## config.mk

```make
export PLATFORM = sky130hd
export DESIGN_NAME = sha512_psig
export DESIGN_NICKNAME = d
export VERILOG_FILES = /design/src/rtl/sha512_psig_pkg.sv /design/src/rtl/ssp_sigma0.sv /design/src/rtl/ssp_lane.sv /design/src/rtl/ssp_out_reg.sv /design/src/rtl/sha512_psig.sv
export SDC_FILE = /design/constraint.sdc
export NUM_CORES = 1
export LEC_CHECK = 0
export BUFFER_PORTS_ARGS = -buffer_cell sky130_fd_sc_hd__buf_2
export CAP_MARGIN = 20
export CORE_ASPECT_RATIO = 0.5
export CORE_UTILIZATION = 57
export DETAILED_ROUTE_END_ITERATION = 6
export GPL_TIMING_DRIVEN = 0
export HOLD_SLACK_MARGIN = 0.02
export PLACE_DENSITY = 0.89
export SLEW_MARGIN = 20
export SYNTH_ARGS = -nofsm -noshare
export SYNTH_HDL_FRONTEND = slang
export SYNTH_SLANG_ARGS = --single-unit
```

## constraint.sdc

```tcl
create_clock -name clk_i -period 1.3 [get_ports clk_i]
set_clock_uncertainty 0.05 [all_clocks]
set_input_delay 0 -clock clk_i [delete_from_list [all_inputs] [get_ports clk_i]]
set_output_delay 0 -clock clk_i [all_outputs]
set_load 0.005 [all_outputs]
```

## src/rtl/sha512_psig_pkg.sv

```systemverilog
package sha512_psig_pkg;
  localparam int unsigned DEF_W      = 64;
  localparam int unsigned DEF_LANES  = 4;
  localparam int unsigned DEF_ROT_LO = 1;
  localparam int unsigned DEF_ROT_HI = 8;
  localparam int unsigned DEF_SHR_N  = 7;
endpackage

```

## src/rtl/ssp_sigma0.sv

```systemverilog
module ssp_sigma0 #(
  parameter int unsigned W      = 64,
  parameter int unsigned ROT_LO = 1,
  parameter int unsigned ROT_HI = 8,
  parameter int unsigned SHR_N  = 7
) (
  input  logic [W-1:0] x_i,
  output logic [W-1:0] s_o
);
  localparam int unsigned RL = ROT_LO % W;
  localparam int unsigned RH = ROT_HI % W;

  logic [W-1:0] rot_lo, rot_hi, shr;

  if (RL == 0) begin : g_rl0
    assign rot_lo = x_i;
  end else begin : g_rl
    assign rot_lo = {x_i[RL-1:0], x_i[W-1:RL]};
  end

  if (RH == 0) begin : g_rh0
    assign rot_hi = x_i;
  end else begin : g_rh
    assign rot_hi = {x_i[RH-1:0], x_i[W-1:RH]};
  end

  // shift count of W or more clears the word
  if (SHR_N >= W) begin : g_shz
    assign shr = '0;
  end else begin : g_sh
    assign shr = x_i >> SHR_N;
  end

  assign s_o = rot_lo ^ rot_hi ^ shr;
endmodule

```

## src/rtl/ssp_lane.sv

```systemverilog
module ssp_lane #(
  parameter int unsigned W      = 64,
  parameter int unsigned ROT_LO = 1,
  parameter int unsigned ROT_HI = 8,
  parameter int unsigned SHR_N  = 7
) (
  input  logic [W-1:0] word_i,
  input  logic [W-1:0] upper_i,
  output logic [W-1:0] sum_o
);
  logic [W-1:0] sig;

  ssp_sigma0 #(.W(W), .ROT_LO(ROT_LO), .ROT_HI(ROT_HI), .SHR_N(SHR_N)) sig_i (
    .x_i (upper_i),
    .s_o (sig)
  );

  assign sum_o = word_i + sig;  // wraps mod 2^W
endmodule

```

## src/rtl/ssp_out_reg.sv

```systemverilog
module ssp_out_reg #(
  parameter int unsigned DW = 256
) (
  input  logic          clk_i,
  input  logic          rst_ni,
  input  logic          valid_i,
  input  logic [DW-1:0] data_i,
  output logic          valid_o,
  output logic [DW-1:0] data_o
);
  always_ff @(posedge clk_i or negedge rst_ni) begin
    if (!rst_ni) begin
      valid_o <= 1'b0;
      data_o  <= '0;
    end else begin
      valid_o <= valid_i;
      if (valid_i) data_o <= data_i;
    end
  end

  p_valid_rise_r6: assert property (@(posedge clk_i) disable iff (!rst_ni)
    valid_i |=> valid_o);
  p_valid_drop_r6: assert property (@(posedge clk_i) disable iff (!rst_ni)
    !valid_i |=> !valid_o);
  p_hold_r7: assert property (@(posedge clk_i) disable iff (!rst_ni)
    !valid_i |=> $stable(data_o));
endmodule

```

## src/rtl/sha512_psig.sv

```systemverilog
module sha512_psig
  import sha512_psig_pkg::*;
#(
  parameter int unsigned W      = DEF_W,
  parameter int unsigned LANES  = DEF_LANES,
  parameter int unsigned ROT_LO = DEF_ROT_LO,
  parameter int unsigned ROT_HI = DEF_ROT_HI,
  parameter int unsigned SHR_N  = DEF_SHR_N
) (
  input  logic               clk_i,
  input  logic               rst_ni,
  input  logic               in_valid_i,
  input  logic [W*LANES-1:0] words_i,
  input  logic [2*W-1:0]     next_i,
  output logic               out_valid_o,
  output logic [W*LANES-1:0] sums_o
);
  localparam int unsigned VEC_W = W * LANES;

  logic [LANES:0][W-1:0] slot;
  logic [VEC_W-1:0]      sum_d;
  logic                  unused_next_hi;

  assign unused_next_hi = ^next_i[2*W-1:W];
  assign slot[LANES]    = next_i[W-1:0];

  for (genvar g = 0; g < LANES; g++) begin : g_lane
    assign slot[g] = words_i[g*W +: W];
    ssp_lane #(.W(W), .ROT_LO(ROT_LO), .ROT_HI(ROT_HI), .SHR_N(SHR_N)) lane_i (
      .word_i  (slot[g]),
      .upper_i (slot[g+1]),
      .sum_o   (sum_d[g*W +: W])
    );
  end

  ssp_out_reg #(.DW(VEC_W)) oreg_i (
    .clk_i   (clk_i),
    .rst_ni  (rst_ni),
    .valid_i (in_valid_i),
    .data_i  (sum_d),
    .valid_o (out_valid_o),
    .data_o  (sums_o)
  );

  p_load_r2: assert property (@(posedge clk_i) disable iff (!rst_ni)
    in_valid_i |=> sums_o == $past(sum_d));
endmodule

```

==> reports/qor.log, run 1 <==
qor: run_status.status stopped before the end
qor: run_status.failing_step global routing
qor: run_status.stop_error [ERROR GRT-0232] Routing congestion too high. Check the congestion heatmap in the GUI.
qor: clocking.number_of_cts_inserted_buffers 27
qor: synth.avgSynthCellArea 8.87 um^2
qor: global_route.largest_net_degree_at_the_start_of_global_routing 97
qor: place.finalWeightedCongestion 1.04
qor: sta.worstEndpointGrtRepair oreg_i.data_o[191]$_DFFE_PN0P_/D
qor: global_route.globalRouteOverflowTotal 903
qor: place.dp.final_hpwl 93,700 um
qor: global_route.grt_util_all_layers 92.7%
qor: clocking.cts_root_buffer clkbuf_16
qor: place.port_buffer_cells 579
qor: floorplan.chipHeight 161 um
qor: synth.ys.flop_type dfrtp_1
qor: floorplan.std_cell_rows 57
qor: sta.worst_endpoint_kind register input
qor: clocking.clock_sink_count 257
qor: synth.seq_area_frac_synth 22.2%
qor: synth.synth.largest_area_cell dfrtp_1
qor: clocking.cts-root-to-sink-buffers 3
qor: synth.ys_async_sr_fraction 100%
qor: synth.synthesis.area 29,000 um^2
qor: synth.proportion_of_netlist_area_held_by_the_largest_area_contributor 22.2%
qor: synth.ys_warn_count 0
qor: synth.synth_area_leaders dfrtp_1, xnor2_1, ha_1
qor: place.dpl-instance-area 33,900 um^2
qor: floorplan.die_w 321 um
qor: clocking.cts_max_level 1
qor: floorplan.floorplan.io_pins 644
qor: floorplan.floorplan.initialDensity 58.7%
qor: synth.post_synth_inst_count 3,265
qor: synth.yosys_register_bits 257
qor: synth.netlist-cell-type-count 101
qor: synth.synth_enable_flop_cells 0
qor: synth.postSynthNetCount 3,932
-- through the flow --
stage	TNS (ns)	std cells	util, %	worst slack, ns
2_1_floorplan	-249.67	3265	-	-1.65
3_3_place_gp	-1597.44	4522	68.5	-4.57
3_5_place_dp	-431.58	4524	68.7	-2.57
4_1_cts	-268.97	4827	83.8	-1.55
-- cells in the mapped netlist (all sizes together), types with 50 or more instances --
master  number
xnor2      601
a21oi      298
ha         276
dfrtp      257
nand2      224
mux2       220
a21o       167
o21ai      159
nor2       152
xor2       113
clkbuf     107
nand4       82
inv         77
o21bai      51
nand3       50
-- per-layer routing --
layer | track usage, % | overflow
met1 | 90.5 | 91
met2 | 102 | 481
met4 | 93.5 | 245
met5 | 75.3 | 15
met3 | 86.4 | 71
-- cell families after synthesis --
kind of cell | Yosys count | share of synthesized area [%]
flip-flops | 257 | 22.2
AND/OR/NAND/NOR | 665 | 11.0
adder cells (fa/ha/maj) | 280 | 12.2
buffers and inverters | 206 | 2.76
AO/OA/AOI/OAI | 920 | 21.6
XOR/XNOR | 714 | 21.6
multiplexers | 223 | 8.66
-- what timing repair did --
item,CTS
pin swaps,338
hold buffers,27
endpoints found under the setup margin,254
buffers inserted,250
resized for setup,852
hold endpoints to repair,311
==> run 2, diff against run 1 <==
Settings changed: CORE_ASPECT_RATIO 0.5 to unset, CORE_UTILIZATION 57 to 40, HOLD_SLACK_MARGIN 0.02 to unset, PLACE_DENSITY 0.89 to unset, PLACE_DENSITY_LB_ADDON set to 0.15.
==> reports/qor.log, run 2 <==
qor: run_status.status complete, but fails checks [was stopped before the end]
qor: run_status.failed_checks hold timing, setup timing
qor: synth.adder_cell_share_of_the_synthesized_area 12.2% [unchanged]
qor: clocking.cts-hold-fix-buffers 20 [was 27]
qor: synth.synth.area.mux_share 8.66% [unchanged]
qor: critical_path.crit_path_top_delay_cell a2111oi_4
qor: synth.proportion_of_netlist_area_held_by_the_largest_area_contributor 22.2% [unchanged]
qor: critical_path.worst_reg2reg_startpoint oreg_i.data_o[254]
qor: floorplan.core_area 71,600 um^2
qor: floorplan.floorplan.initialDensity 40.5% [was 58.7%]
qor: global_route.largest_net_degree_at_the_start_of_global_routing 81
qor: critical_path.cp_common_cell a211oi_4
qor: job.cap_viol_max_count 0
qor: cells_and_area.synthToLayoutAreaGrowth 51.5%
qor: sta.max_clock_freq 0.337 GHz
qor: synth.avgSynthCellArea 8.87 um^2 [unchanged]
qor: sta.layout_min_cycle_time 2.97 ns
qor: floorplan.std_cell_rows 98 [was 57]
qor: synth.ys_warn_count 0 [unchanged]
qor: synth.synth_enable_flop_cells 0 [unchanged]
qor: cells_and_area.final_common_cell buf_2
qor: clocking.tritoncts done
qor: critical_path.regToRegSetupSlack 0.15 ns
qor: clocking.clk_pin_slew_worst_paths 0.05 ns
qor: floorplan.die_w 271 um [was 321 um]
qor: synth.main_combinational_cell_family_by_area_after_synthesis XOR/XNOR gates [unchanged]
qor: detailed_routing.drt_iter0_drc 2,225
qor: global_route.globalRouteOverflowTotal 0
qor: critical_path.worst_setup_path_end_kind register
qor: synth.seq_area_frac_synth 22.2% [unchanged]
qor: synth.post_synth_inst_count 3,265 [unchanged]
qor: synth.synth_commonest_cells xnor2_1, a21oi_1, ha_1, dfrtp_1, nand2_1 [unchanged]
qor: clocking.cts_root_buffer clkbuf_16 [unchanged]
qor: synth.fraction_of_the_mapped_netlist_area_in_compound_gates 21.6% [unchanged]
qor: synth.synthSimpleGateAreaFrac 11.0% [unchanged]
qor: detailed_routing.drt-pass1-iter-count 5
qor: sta.setup-violations-final 245
qor: critical_path.worst_ep_arrival_time 3.36 ns
qor: floorplan.floorplan.die_area 73,500 um^2
qor: global_route.grt_util_all_layers 32.3%
qor: detailed_routing.drt_drc_violations_left 0
qor: sta.timing.final.hold_violations 55
qor: cells_and_area.most-common-layout-cells buf_2, xnor2_1, buf_4
qor: critical_path.worst_ep_required_time 1.69 ns
qor: synth.synthXorXnorAreaFrac 21.6% [unchanged]
qor: power.ir_drop 0.00127 V
qor: floorplan.floorplan.io_pins 644 [unchanged]
qor: synth.postSynthNetCount 3,932 [unchanged]
qor: critical_path.worstSetupStartpointType input pin
qor: clocking.worstSkewPairLatency 0.56 ns
qor: synth.netlist-cell-type-count 101 [unchanged]
qor: critical_path.worst_path_largest_cell_delay 0.45 ns
qor: cells_and_area.area_of_the_multi_input_gates 27,200 um^2
qor: clocking.cts_max_level 2 [was 1]
qor: power.leakagePower 0.0195 uW
qor: detailed_routing.post_drt_via_cell_ratio 5.67
qor: cells_and_area.instances_no_fill 5,205
qor: cells_and_area.reg_top3 oreg_i.data_o: 256 flops, oreg_i.valid_o: 1 flops
qor: place.finalWeightedCongestion 0.952 [was 1.04]
qor: sta.timing.final.crit_share 229%
qor: sta.setup_total_negative_slack -254.94 ns
qor: critical_path.setup.worst_path.start next_i[8]
qor: cells_and_area.fillCellCount 6,045
qor: sta.slew_at_the_pin_closest_to_its_max_slew_limit 0.977 ns
qor: cells_and_area.layout-drive-gt1-share 44.7%
qor: floorplan.chipHeight 271 um [was 161 um]
qor: sta.finalMaxSlewViolations 0
qor: place.place.detailed.instances 4,798 [was 4,524]
qor: global_route.grt_first_pass_wirelength 181,000 um
qor: place.port_buffer_cells 579 [unchanged]
qor: clocking.number_of_cts_inserted_buffers 36 [was 27]
qor: sta.grt_setup_unrepaired true
qor: sta.hold-worst-slack -0.130 ns
qor: clocking.cts-root-to-sink-buffers 3 [unchanged]
qor: global_route.antenna_found_initial 3
qor: place.dp.final_hpwl 95,400 um [was 93,700 um]
qor: cells_and_area.finalNetCount 4,896
qor: critical_path.crit_fanout 4
qor: synth.synthesis.area 29,000 um^2 [unchanged]
qor: power.power-per-cell-area 1470 nW/um^2
qor: cells_and_area.flip_flop_count_of_the_largest_register_after_layout 256
qor: critical_path.crit_chain buf_12 -> xnor2_4 -> xnor2_2 -> ha_4 -> inv_2 -> fa_2 -> nor2b_4 -> o31a_1 -> a211oi_4 -> a2111oi_4 -> a211oi_4 -> o31ai_4 -> buf_6 -> a21o_1 -> a31oi_1 -> xnor2_1 -> mux2_4
qor: cells_and_area.largest_reg_by_ff_count oreg_i.data_o
qor: synth.yosysMostFrequentCell xnor2_1 [unchanged]
qor: synth.synth.largest_area_cell dfrtp_1 [unchanged]
qor: synth.yosys_register_bits 257 [unchanged]
qor: synth.synth_area_leaders dfrtp_1, xnor2_1, ha_1 [unchanged]
qor: min_path.hold_class input pin to asynchronous set/reset pin
qor: sta.timing.slew.headroom 34.9%
qor: detailed_routing.postRouteAntennaNets 0
qor: detailed_routing.vias 29,501
qor: detailed_routing.drt_wl_total 125,000 um
qor: global_route.number_of_global_route_vias_before_repair 29,201
qor: synth.ys_async_sr_fraction 100% [unchanged]
qor: sta.worst_slack -1.67 ns
qor: synth.ys.flop_type dfrtp_1 [unchanged]
qor: detailed_routing.wire_per_inst 24.0 um
qor: critical_path.timing_worst_setup_path_type input pin to register
qor: cells_and_area.seqCellArea 6430 um^2
qor: clocking.clock_sink_count 257 [unchanged]
-- run 2: cell counts after synthesis --
No cell type changed its count.
-- run 2: logic make-up (layout without fill, tap and decap cells) --
group / Yosys count / count (layout)
AOI/OAI and AO/OA: 920 / 920
xor gates and xnor gates: 714 / 714
adders and majority gates: 280 / 280
buffers and inverters: 206 / 1195
DFF: 257 / 257
muxes: 223 / 223
other: 0 / 1
and+or+nand+nor: 665 / 665
-- run 2: metal layers --
metal | GRT usage [%] | vias up | wire [um] | share of wire, %
li1 | - | 13731 | - | -
met1 | 39.9 | 14395 | 50300 | 40
met2 | 54.4 | 1094 | 59600 | 48
met3 | 4.94 | 279 | 7570 | 6.1
met4 | 16.2 | 2 | 7420 | 5.9
met5 | 0 | - | 12 | 0.0096
-- run 2: critical path, delay by kind of cell --
family                     cells  cell delay, ns
xor gates and xnor gates       3            0.58
buffers and inverters          3            0.33
adders and majority gates      2            0.56
muxes                          1            0.26
AOI/OAI and AO/OA              7            1.49
and+or+nand+nor                1            0.13
-- run 2: worst paths after layout --
path / to / cells past startpoint
worst max-delay path: oreg_i.data_o[248] / 17
worst min-delay path: oreg_i.data_o[4] / 2
worst max register to register: oreg_i.data_o[254] / 2
worst min register to register: oreg_i.data_o[131] / 1
max in group asynchronous: oreg_i.valid_o / 4
min in group clk_i: oreg_i.data_o[1] / 4
-- run 2: cell type report --
type / count / share of cell area, %
Antenna cell: 1 / 0.00570
Buffer: 102 / 1.22
Clock buffer: 48 / 2.34
Clock inverter: 15 / 0.405
Inverter: 78 / 0.670
Multi-Input combinational cell: 2802 / 61.9
Sequential cell: 257 / 14.7
Tap cell: 950 / 2.71
Timing Repair Buffer: 952 / 16.1
-- run 2: through the flow --
stage / utilization [%] / worst slack, ns / total power, uW / hold WS [ns] / area, um^2
after global placement: 47.7 / -5.09 / 43500 / 0.0721 / 34200
after detailed placement: 47.9 / -2.64 / 43700 / -0.124 / 34300
after floorplan: - / -1.65 / 32600 / -0.346 / 30100
after CTS: 58.2 / -1.64 / 61200 / -0.134 / 41700
final: 61.3 / -1.67 / 64400 / -0.130 / 43900
after global routing: 61.3 / -1.69 / 67800 / -0.104 / 43900
-- run 2: where the power goes --
group	internal, uW	switching, uW
Clock	6320	4160
Combinational	20100	20100
Sequential	11600	2110
-- run 2: what timing repair did --
| item | CTS | global route |
|---|---|---|
| setup buffers | 269 | 109 |
| setup endpoints to repair | 256 | 252 |
| hold endpoints to repair | 140 | 53 |
| resized for setup | 850 | 300 |
| pin swaps | 363 | 247 |
(Power assumes the default switching activity.)
==> run 3, diff against run 2 <==
Settings changed: ABC_AREA set to 1.
==> reports/qor.log, run 3 <==
qor: power.power-per-cell-area 1160 nW/um^2 [was 1470 nW/um^2]
qor: global_route.antenna_found_initial 9 [was 3]
qor: global_route.largest_net_degree_at_the_start_of_global_routing 91 [was 81]
qor: power.leakagePower 0.0333 uW [was 0.0195 uW]
qor: detailed_routing.drt_wl_total 199,000 um [was 125,000 um]
qor: detailed_routing.wire_per_inst 21.9 um [was 24.0 um]
qor: run_status.failed_checks DRC, hold timing, setup timing [was hold timing, setup timing]
qor: floorplan.floorplan.initialDensity 40.4% [was 40.5%]
qor: sta.setup-violations-final 255 [was 245]
qor: critical_path.worstSetupStartpointType input pin [unchanged]
qor: sta.timing.final.hold_violations 87 [was 55]
qor: sta.slew_at_the_pin_closest_to_its_max_slew_limit 0.931 ns [was 0.977 ns]
qor: critical_path.worst_ep_required_time 1.75 ns [was 1.69 ns]
qor: synth.ys_async_sr_fraction 100% [unchanged]
qor: cells_and_area.largest_reg_by_ff_count oreg_i.data_o [unchanged]
qor: place.dpl-instance-area 47,800 um^2 [was 34,300 um^2]
qor: synth.synth_commonest_cells nand2_1, inv_1, nor2_1, xnor2_1, nand3_1 [was xnor2_1, a21oi_1, ha_1, dfrtp_1, nand2_1]
qor: cells_and_area.area_of_the_multi_input_gates 38,400 um^2 [was 27,200 um^2]
qor: sta.finalMaxSlewViolations 0 [unchanged]
qor: synth.ys.flop_type dfrtp_1 [unchanged]
qor: place.port_buffer_cells 579 [unchanged]
qor: global_route.grt_first_pass_wirelength 280,000 um [was 181,000 um]
qor: detailed_routing.post_drt_via_cell_ratio 5.07 [was 5.67]
qor: cells_and_area.seqCellArea 6430 um^2 [unchanged]
qor: place.finalWeightedCongestion 1.03 [was 0.952]
qor: run_status.status complete, but fails checks [unchanged]
qor: cells_and_area.design_area 62,300 um^2 [was 43,900 um^2]
qor: synth.synth_area_leaders nand2_1, dfrtp_1, inv_1 [was dfrtp_1, xnor2_1, ha_1]
qor: sta.timing.slew.headroom 37.9% [was 34.9%]
qor: critical_path.worst_setup_path_end_kind register [unchanged]
qor: cells_and_area.finalNetCount 8,471 [was 4,896]
qor: floorplan.floorplan.die_area 95,700 um^2 [was 73,500 um^2]
qor: synth.yosys_register_bits 257 [unchanged]
qor: synth.avgSynthCellArea 5.62 um^2 [was 8.87 um^2]
qor: clocking.cts_max_level 2 [unchanged]
qor: synth.postSynthNetCount 7,390 [was 3,932]
qor: cells_and_area.synthToLayoutAreaGrowth 64.8% [was 51.5%]
qor: sta.max_clock_freq 0.595 GHz [was 0.337 GHz]
qor: min_path.hold_class input pin to register [was input pin to asynchronous set/reset pin]
qor: global_route.grt_util_all_layers 40.2% [was 32.3%]
qor: detailed_routing.postRouteAntennaNets 0 [unchanged]
qor: clocking.clk_pin_slew_worst_paths 0.06 ns [was 0.05 ns]
qor: synth.post_synth_inst_count 6,723 [was 3,265]
qor: sta.grt_setup_unrepaired true [unchanged]
qor: critical_path.crit_fanout 4 [unchanged]
qor: power.design_power_total 72,400 uW [was 64,400 uW]
qor: synth.yosysMostFrequentCell nand2_1 [was xnor2_1]
qor: cells_and_area.reg_top3 oreg_i.data_o: 256 flops, oreg_i.valid_o: 1 flops [unchanged]
qor: cells_and_area.layout-drive-gt1-share 39.8% [was 44.7%]
qor: job.cap_viol_max_count 0 [unchanged]
qor: sta.worst_slack -0.382 ns [was -1.67 ns]
qor: synth.synth.largest_area_cell nand2_1 [was dfrtp_1]
qor: cells_and_area.most-common-layout-cells nand2_1, inv_1, nand2_2 [was buf_2, xnor2_1, buf_4]
qor: sta.timing.final.crit_share 129% [was 229%]
qor: place.dp.final_hpwl 161,000 um [was 95,400 um]
qor: cells_and_area.instances_no_fill 9,087 [was 5,205]
qor: clocking.cts-root-to-sink-buffers 3 [unchanged]
qor: detailed_routing.drt_iter0_drc 3,437 [was 2,225]
qor: clocking.number_of_cts_inserted_buffers 36 [unchanged]
qor: cells_and_area.final_common_cell nand2_1 [was buf_2]
qor: clocking.tritoncts done [unchanged]
qor: cells_and_area.fillCellCount 8,411 [was 6,045]
qor: detailed_routing.vias 46,045 [was 29,501]
qor: synth.ys_warn_count 0 [unchanged]
qor: global_route.globalRouteOverflowTotal 0 [unchanged]
qor: place.place.detailed.instances 8,558 [was 4,798]
qor: detailed_routing.drt-pass1-iter-count 7 [was 5]
qor: synth.netlist-cell-type-count 32 [was 101]
qor: floorplan.std_cell_rows 112 [was 98]
qor: sta.layout_min_cycle_time 1.68 ns [was 2.97 ns]
qor: floorplan.floorplan.io_pins 644 [unchanged]
qor: synth.synthesis.area 37,800 um^2 [was 29,000 um^2]
qor: synth.synth_enable_flop_cells 0 [unchanged]
qor: floorplan.die_w 309 um [was 271 um]
qor: floorplan.chipHeight 309 um [was 271 um]
qor: critical_path.worst_ep_arrival_time 2.13 ns [was 3.36 ns]
qor: clocking.clock_sink_count 257 [unchanged]
qor: clocking.worstSkewPairLatency 0.62 ns [was 0.56 ns]
qor: sta.hold-worst-slack -0.136 ns [was -0.130 ns]
qor: critical_path.timing_worst_setup_path_type input pin to register [unchanged]
qor: synth.seq_area_frac_synth 17.0% [was 22.2%]
qor: global_route.number_of_global_route_vias_before_repair 44,034 [was 29,201]
qor: power.ir_drop 0.000996 V [was 0.00127 V]
qor: clocking.cts_root_buffer clkbuf_16 [unchanged]
qor: floorplan.core_area 93,500 um^2 [was 71,600 um^2]
qor: detailed_routing.drt_drc_violations_left 1 [was 0]
qor: synth.proportion_of_netlist_area_held_by_the_largest_area_contributor 27.0% [was 22.2%]
qor: cells_and_area.flip_flop_count_of_the_largest_register_after_layout 256 [unchanged]
run 3: worst max-delay path: stages:
cell	delay (ns)
buf_4	0.17
xnor2_2	0.16
xor2_1	0.16
inv_1	0.13
ha_1	0.35
nand2_2	0.12
nor2_2	0.06
nand2_1	0.11
inv_1	0.12
a21oi_2	0.20
nand2_4	0.10
buf_4	0.15
xnor2_2	0.19
o21ai_1	0.09
run 3: timing repair:
| item | in CTS | in global routing |
|---|---|---|
| resized for setup | 1776 | 533 |
| pin swaps | 625 | 299 |
| buffers inserted | 264 | 50 |
| hold buffers | 148 | 1 |
| setup endpoints to repair | 267 | 259 |
| hold endpoints to repair | 454 | 21 |
run 3: cells by family (layout without fill, tap and decap cells):
kind of cell	Yosys count	count (layout)	share of synthesized area, %
compound gates	317	317	4.30
buf+inv	1563	2671	15.6
simple gates	3705	3705	39.8
other cells	0	2	0
fa+ha+maj	280	280	9.35
xor+xnor	601	601	13.9
flops	257	257	17.0
run 3: path summary, 6_finish.rpt:
path,slack (ns),from,cells after the start,to
min,-0.14,words_i[1],4,oreg_i.data_o[1]
min reg2reg,0.42,oreg_i.data_o[56],2,oreg_i.data_o[56]
min in group asynchronous,-0.05,rst_ni,2,oreg_i.data_o[8]
max,-0.38,words_i[219],14,oreg_i.data_o[156]
max in group asynchronous,0.24,rst_ni,3,oreg_i.data_o[185]
max reg2reg,0.43,oreg_i.data_o[89],2,oreg_i.data_o[89]
run 3: cell type report:
class	instances	share of cell area (%)
multi-input cells	4903	61.7
well taps	1254	2.52
inverters	1507	9.18
flip-flops and latches	257	10.3
plain buffers	56	0.450
clock buffers	42	1.53
clock inverters	23	0.573
repair buffers	1043	13.8
diodes	2	0.00804
run 3: per-layer routing:
metal / part of all wire, % / global-route usage [%] / wire length [um]
met5: 0.012 / 0 / 23
met4: 6.9 / 24.2 / 13700
met3: 7.1 / 6.67 / 14200
met2: 46 / 66.4 / 91600
met1: 40 / 49.1 / 79700
run 3: through the flow:
stage | util (%) | setup WS (ns) | TNS [ns]
after floorplan | - | -0.626 | -83.92
after global placement | 51.1 | -5.00 | -1596.85
after detailed placement | 51.2 | -1.66 | -329.03
after CTS | 63.7 | -0.389 | -44.43
after global routing | 66.6 | -0.465 | -78.72
final | 66.6 | -0.382 | -57.34
run 3: power by group:
group | total, uW | switching (uW) | internal (uW) | leakage, uW
clock | 11600 | 4670 | 6900 | 0.000635
sequential | 12200 | 1820 | 10400 | 0.00310
combinational | 48700 | 28600 | 20100 | 0.0296
total | 72400 | 35100 | 37300 | 0.0333
